<file path="src/rtl/cmd_stream_pkg.sv">
package cmd_stream_pkg;
  typedef enum logic [1:0] {
    ST_IDLE      = 2'd0,
    ST_WAIT_EN   = 2'd1,
    ST_WAIT_DONE = 2'd2
  } stream_state_t;
endpackage

</file>
<file path="src/rtl/cmd_shift_reg.sv">
module cmd_shift_reg #(
  parameter int CHAR_W  = 8,
  parameter int N_CHARS = 11
) (
  input  logic                      clk,
  input  logic                      rst,
  input  logic                      capture,
  input  logic                      advance,
  input  logic [CHAR_W*N_CHARS-1:0] din,
  output logic [CHAR_W-1:0]         head
);
  localparam int BLK_W = CHAR_W * N_CHARS;

  logic [BLK_W-1:0] blk_q;

  always_ff @(posedge clk) begin
    if (rst) begin
      blk_q <= '0;
    end else if (capture) begin
      blk_q <= din;
    end else if (advance) begin
      blk_q <= {blk_q[BLK_W-CHAR_W-1:0], {CHAR_W{1'b0}}};
    end
  end

  assign head = blk_q[BLK_W-1 -: CHAR_W];
endmodule

</file>
<file path="src/rtl/char_counter.sv">
module char_counter #(
  parameter int N_CHARS = 11
) (
  input  logic clk,
  input  logic rst,
  input  logic clear,
  input  logic inc,
  output logic last
);
  localparam int IDX_W = (N_CHARS > 1) ? $clog2(N_CHARS) : 1;
  localparam logic [IDX_W-1:0] LAST_IDX = IDX_W'(N_CHARS - 1);

  logic [IDX_W-1:0] idx_q;

  always_ff @(posedge clk) begin
    if (rst || clear) begin
      idx_q <= '0;
    end else if (inc && idx_q != LAST_IDX) begin
      idx_q <= idx_q + 1'b1;
    end
  end

  assign last = (idx_q == LAST_IDX);
endmodule

</file>
<file path="src/rtl/stream_pacer.sv">
module stream_pacer
  import cmd_stream_pkg::*;
(
  input  logic clk,
  input  logic rst,
  input  logic load_valid,
  input  logic baud_en,
  input  logic tx_done,
  input  logic last,
  output logic capture,
  output logic advance,
  output logic load_ready,
  output logic tx_start,
  output logic busy,
  output logic block_done
);
  stream_state_t st_q;
  logic          start_q;
  logic          done_q;

  always_ff @(posedge clk) begin
    if (rst) begin
      st_q    <= ST_IDLE;
      start_q <= 1'b0;
      done_q  <= 1'b0;
    end else begin
      start_q <= 1'b0;
      done_q  <= 1'b0;
      unique case (st_q)
        ST_IDLE: begin
          if (load_valid) st_q <= ST_WAIT_EN;
        end
        ST_WAIT_EN: begin
          if (baud_en) begin
            start_q <= 1'b1;
            st_q    <= ST_WAIT_DONE;
          end
        end
        ST_WAIT_DONE: begin
          if (tx_done) begin
            if (last) begin
              done_q <= 1'b1;
              st_q   <= ST_IDLE;
            end else begin
              st_q   <= ST_WAIT_EN;
            end
          end
        end
        default: st_q <= ST_IDLE;
      endcase
    end
  end

  assign load_ready = (st_q == ST_IDLE);
  assign capture    = load_ready && load_valid;
  assign advance    = (st_q == ST_WAIT_DONE) && tx_done && !last;
  assign busy       = (st_q != ST_IDLE);
  assign tx_start   = start_q;
  assign block_done = done_q;
endmodule

</file>
<file path="src/rtl/cmd_byte_streamer.sv">
module cmd_byte_streamer #(
  parameter int CHAR_W  = 8,
  parameter int N_CHARS = 11
) (
  input  logic                      clk,
  input  logic                      rst,
  input  logic                      load_valid,
  output logic                      load_ready,
  input  logic [CHAR_W*N_CHARS-1:0] load_data,
  input  logic                      baud_en,
  output logic [CHAR_W-1:0]         tx_byte,
  output logic                      tx_start,
  input  logic                      tx_done,
  output logic                      busy,
  output logic                      block_done
);
  logic capture;
  logic advance;
  logic last;

  stream_pacer u_pacer (
    .clk        (clk),
    .rst        (rst),
    .load_valid (load_valid),
    .baud_en    (baud_en),
    .tx_done    (tx_done),
    .last       (last),
    .capture    (capture),
    .advance    (advance),
    .load_ready (load_ready),
    .tx_start   (tx_start),
    .busy       (busy),
    .block_done (block_done)
  );

  cmd_shift_reg #(.CHAR_W(CHAR_W), .N_CHARS(N_CHARS)) u_shift (
    .clk     (clk),
    .rst     (rst),
    .capture (capture),
    .advance (advance),
    .din     (load_data),
    .head    (tx_byte)
  );

  char_counter #(.N_CHARS(N_CHARS)) u_count (
    .clk   (clk),
    .rst   (rst),
    .clear (capture),
    .inc   (advance),
    .last  (last)
  );
endmodule

</file>
<file path="config.mk">
export PLATFORM = sky130hd
export DESIGN_NAME = cmd_byte_streamer
export DESIGN_NICKNAME = d
export VERILOG_FILES = /design/src/rtl/cmd_stream_pkg.sv /design/src/rtl/cmd_shift_reg.sv /design/src/rtl/char_counter.sv /design/src/rtl/stream_pacer.sv /design/src/rtl/cmd_byte_streamer.sv
export SDC_FILE = /design/constraint.sdc
export NUM_CORES = 1
export LEC_CHECK = 0
export CORE_MARGIN = 2
export CORE_UTILIZATION = 55
export CTS_CLUSTER_DIAMETER = 200
export DETAILED_ROUTE_END_ITERATION = 10
export GPL_ROUTABILITY_DRIVEN = 0
export PLACE_DENSITY = 0.85
export RECOVER_POWER = 100
export SETUP_SLACK_MARGIN = 0.4
export SLEW_MARGIN = 20
export SYNTH_ARGS = -nofsm -noshare
export SYNTH_HDL_FRONTEND = slang
export SYNTH_SLANG_ARGS = --single-unit
</file>
<file path="constraint.sdc">
create_clock -name clk -period 4.9 [get_ports clk]
set_clock_uncertainty 0.1 [all_clocks]
set_input_delay 0.98 -clock clk [delete_from_list [all_inputs] [get_ports clk]]
set_output_delay 0.98 -clock clk [all_outputs]
set_load 0.02 [all_outputs]
</file>
-- Word-level counts from Yosys, hierarchy flattened
Index checks and enable logic that the tools add are counted.
- register bits: 96
- input port bits: 93
- output and inout port bits: 12
- word-level logic and storage cells: 37
- $add $sub $neg: 1
- equal/unequal tests: 7
- multiplexer cells: 9
- bitwise operators: 3
- reduce and logical (&&, ||, !) cells: 12
- operators with widths (cell ; count):
    $mux 88 ; 2
    $mux 2 ; 3
    $ne 2x2->1 const B ; 3
    $pmux 2 s3 ; 1
    $add 4x1->4 const B ; 1
    $eq 4x4->1 const B ; 1
    $logic_and 1x1->1 ; 4
    $ne 4x4->1 const B ; 1
    $reduce_bool 2->1 ; 2
    $mux 1 ; 3
    $not 1->1 ; 3
    $reduce_and 3->1 ; 1
    $reduce_or 3->1 ; 1
    $eq 2x1->1 const B ; 1
    $eq 2x2->1 const B ; 1
    $logic_not 2->1 ; 1
    $reduce_or 2->1 ; 1
    $logic_not 1->1 ; 1
    $logic_or 1x1->1 ; 1

-- Longest topological paths before layout
- depth after elaboration: 5
- mapped depth: 7
- depth with buffers taken out: 5

-- By module
Synthesis repeated with hierarchy kept, for this count alone.
- cell total of the unflattened synthesis: 442
- area, all modules: 4494.3 sq um
- modules (own cells, without submodules) (module ; times used ; cells each ; area each (sq um) ; sequential area each (sq um)):
    cmd_shift_reg ; 1 ; 399 ; 4090.2 ; 1761.7
    char_counter ; 1 ; 23 ; 217.7 ; 80.1
    stream_pacer ; 1 ; 20 ; 186.4 ; 80.1

-- Least setup slack after synthesis
Ideal clock, no wire load.
- kind: input -> register
- start point: in rst
- end point: reg u_shift.blk_q[10]
- library setup time: 147 ps
- data arrival time: 1944 ps
- data required time: 4653 ps
- path slack: 2710 ps
- cell stages on the path: 4
- buffers on the path: 3
- cell sequence: clkbuf_1 clkbuf_1 clkbuf_1 a311oi_2
- RTL lines (item ; RTL line ; source):
    start: declaration ; cmd_byte_streamer.sv:6 ; input logic rst,
    end signal: assignment ; cmd_shift_reg.sv:20 ; blk_q <= din;
    end signal: assignment ; cmd_shift_reg.sv:22 ; blk_q <= {blk_q[BLK_W-CHAR_W-1:0], {CHAR_W{1'b0}}};
    end: declaration ; cmd_shift_reg.sv:14 ; logic [BLK_W-1:0] blk_q;
No word-level cell between the ends.

-- Worst setup path after layout
- start point: in tx_done
- end point: reg u_shift.blk_q[11]
- longest elaborated chain between the ends: 3
- ends and longest elaborated chain (item ; RTL line ; source):
    start: declaration ; cmd_byte_streamer.sv:13 ; input logic tx_done,
    $logic_and 1x1->1 (2 in a row) ; stream_pacer.sv:56 ; assign advance = (st_q == ST_WAIT_DONE) && tx_done && !last;
    $reduce_bool 2->1 (no line) ; n/a ;
Every way passes these cells.
A chain may end at the register's enable or synchronous reset.

==> metrics.md <==
| Metric | Value |
|---|---|
| Status | finished, violations left |
| Port Buf Inserts | 104 |
| Detailed router's first-iteration violation count | 411 |
| Final min period | 3.45 ns |
| PD cells | 306 nW/um^2 |
| Number of global-route vias before repair | 3,998 |
| Tot GR Track Use | 25.0% |
| Worst slack at placement | 1.54 ns |
| Post-CTS Setup Inserts | 0 |
| Critical path startpoint category | primary input |
| Dpl cell area | 5530 sq um |
| Root Driver | clkbuf_8 |
| Pleak | 1.84 nW |
| Filler cell count in the final layout | 695 |
| Met3 Use GR | 4.19% |
| Antenna Nets Post-Route | 0 |
| Failing checks | capacitance limit, slew limit |
| Gr ovfl total | 0 |
| Cells after Synth | 554 |
| Post_cts resized | 0 |
| Post-route cell area | 5710 sq um |
| Mapped Area | 4710 sq um |
| Post-layout nets | 694 |
| Post-DP HPWL | 7280 um |
| Final Setup Violations | 0 |
| Num ports | 105 |
| Global-route wire length before repair | 18,700 um |
| Die Area | 9320 sq um |
| Synth Register Bits | 96 |
| Max Fclk | 290 MHz |
| Initial Util | 57.0% |
| Critical path class | primary input to flop |
| Fin util | 69.2% |
| Yosys synthesis warning count | 0 |
| CP Capture Type | flop |
| Yosys cell types | 30 |
| Final setup TNS | 0 ns |
| Row count | 33 |
| Clk sinks | 96 |
| Post-Place Cells | 693 |
| Die width | 96.5 um |
| Post-CTS Hold Buffers | 0 |
| Largest net degree at the start of global routing | 102 |
| Clk pin slew, worst setup/hold paths | 0.09 ns |
| Part of the cycle the worst path needs | 70.5% |
| Final Instance Count excl. Fillers | 708 |
| Post-synthesis area per instance | 8.50 sq um |
| Initial antenna violation count | 0 |
| Via count | 4,438 |
| Hold path depth | 2 |
| Busiest grt layer | met2 |
| N_diodes | 0 |
| Core area | 8260 sq um |
| Worst hold path class | flop to flop |
| Later-pin clock latency in the skew report | 0.36 ns |
| CTS tree | built |
| Clock buffer depth | 2 |
| Slew @ Worst Pin | 2.27 ns |
| Hold_ws | 0.389 ns |
| Arr. time, crit path | 3.58 ns |
| RSZ-0062 raised after global routing | no |
| CP Max Fanout | 51 |
| Layout cells sized above 1 | 9.12% |
| Die Y | 96.5 um |
| Peak supply drop | 0.000148 V |
| Layout area overhead | 21.3% |
| Grt met2 use | 39.9% |
| Syn_nets | 649 |
| Remaining routing DRC violations | 0 |
| Max-slew violation count | 192 |
| Seq/Total Area, Yosys | 40.8% |
| Total power | 1.74 mW |
| Hold Fails Final Rpt | 0 |
| Relative slew slack | -51.6% |
| Max-cap viol count | 2 |
| TritonCTS Buffers | 9 |
| Htree depth | 3 |
| DR vias/cell | 6.27 |
| Post-DR wirelength/cell | 16.4 um |
| Setup slack after layout | 1.45 ns |
| Routed Wire Length | 11,600 um |
| R2r worst-path depth | 4 |
| CP required | 5.03 ns |
| GR Util met1 | 34.7% |
| DRT Pass-1 Iters | 5 |
## flip-flops by register name (all words and copies together), names as in the netlist
signal / flops
u_pacer.block_done: 1
u_pacer.st_q: 2
u_count.idx_q: 4
u_pacer.tx_start: 1
u_shift.blk_q: 88
## cells by family after synthesis
family / Yosys count / share of synthesized area (%)
AOI/OAI and AO/OA: 185 / 30.9
muxes: 1 / 0.239
and+or+nand+nor: 188 / 18.1
buffers and inverters: 82 / 9.43
adders and majority gates: 2 / 0.531
DFF: 96 / 40.8
## layer usage
metal | routed length (um) | share of wire, % | vias to the layer above
li1 | - | - | 2137
met1 | 5010 | 43 | 2115
met4 | 203 | 1.8 | 0
met3 | 655 | 5.6 | 18
met2 | 5730 | 49 | 168
met5 | 0 | 0 | -
## cell usage in the layout, fill, tap and decap left out, types with 2 or more instances in the layout
cell type	netlist	routed
a21oi_1	10	10
nor3b_1	2	2
nor2_1	83	83
o21ai_0	82	82
clkbuf_1	44	3
clkbuf_2	0	3
o211ai_1	8	8
nand2_1	9	9
and3b_2	0	2
a211oi_1	2	2
nor3_1	4	4
a311oi_2	31	29
dlygate4sd3_1	0	14
inv_1	4	4
ha_1	2	2
bufinv_16	0	2
nand3b_1	2	2
nand3_1	81	81
clkbuf_8	0	9
a311oi_1	49	51
dfxtp_1	96	96
buf_4	9	5
clkdlybuf4s50_1	0	89
## report_power, final
| group | internal (mW) | switching (mW) | total, mW |
|---|---|---|---|
| Combinational | 0.155 | 0.154 | 0.309 |
| Clock | 0.286 | 0.258 | 0.543 |
| Sequential | 0.853 | 0.0390 | 0.892 |
| Total | 1.29 | 0.451 | 1.74 |
## worst paths after layout
kind,slack (ns),start,end
hold reg to reg,0.39,u_shift.blk_q[59],u_shift.blk_q[67]
setup reg to reg,2.18,u_pacer.st_q[1],u_shift.blk_q[11]
setup / recovery,1.45,tx_done,u_shift.blk_q[11]
hold / removal,0.39,u_shift.blk_q[59],u_shift.blk_q[67]
## synthesized netlist by cell type
master | number | area [sq um]
nor2_1 | 83 | 312
a2111oi_0 | 1 | 8.76
nand2_1 | 9 | 33.8
or4_1 | 1 | 7.51
a21oi_1 | 10 | 50.1
a31oi_1 | 1 | 6.26
nor3_1 | 4 | 20.0
and3b_1 | 2 | 17.5
nand4_1 | 1 | 6.26
buf_6 | 12 | 135
nand3_1 | 81 | 405
inv_1 | 4 | 15.0
nand2b_1 | 1 | 6.26
ha_1 | 2 | 25.0
mux2_2 | 1 | 11.3
nor3b_1 | 2 | 15.0
or3b_1 | 1 | 8.76
o211ai_1 | 8 | 60.1
dfxtp_1 | 96 | 1920
buf_1 | 3 | 11.3
or2_2 | 1 | 6.26
o22a_1 | 1 | 8.76
buf_2 | 10 | 50.1
buf_4 | 9 | 67.6
clkbuf_1 | 44 | 165
o21ai_0 | 82 | 410
a211oi_1 | 2 | 15.0
a311oi_1 | 49 | 429
nand3b_1 | 2 | 15.0
a311oi_2 | 31 | 465
## cell type report
| cell class | count | area [sq um] | area share [%] |
|---|---|---|---|
| Sequential cell | 96 | 1920 | 33.7 |
| Tap cell | 105 | 131 | 2.30 |
| Clock buffer | 12 | 135 | 2.37 |
| Inverter | 4 | 15.0 | 0.263 |
| Multi-Input combinational cell | 376 | 2340 | 40.9 |
| Clock inverter | 3 | 67.6 | 1.18 |
| Timing Repair Buffer | 112 | 1100 | 19.3 |
## worst max-delay path, cell delays in order
cell and delay, ns:
dlygate4sd3_1 0.60, and3b_2 0.58, clkbuf_2 0.86, nand3_1 0.24, a311oi_2 0.31
No activity file was read; power rests on OpenSTA's default activity.
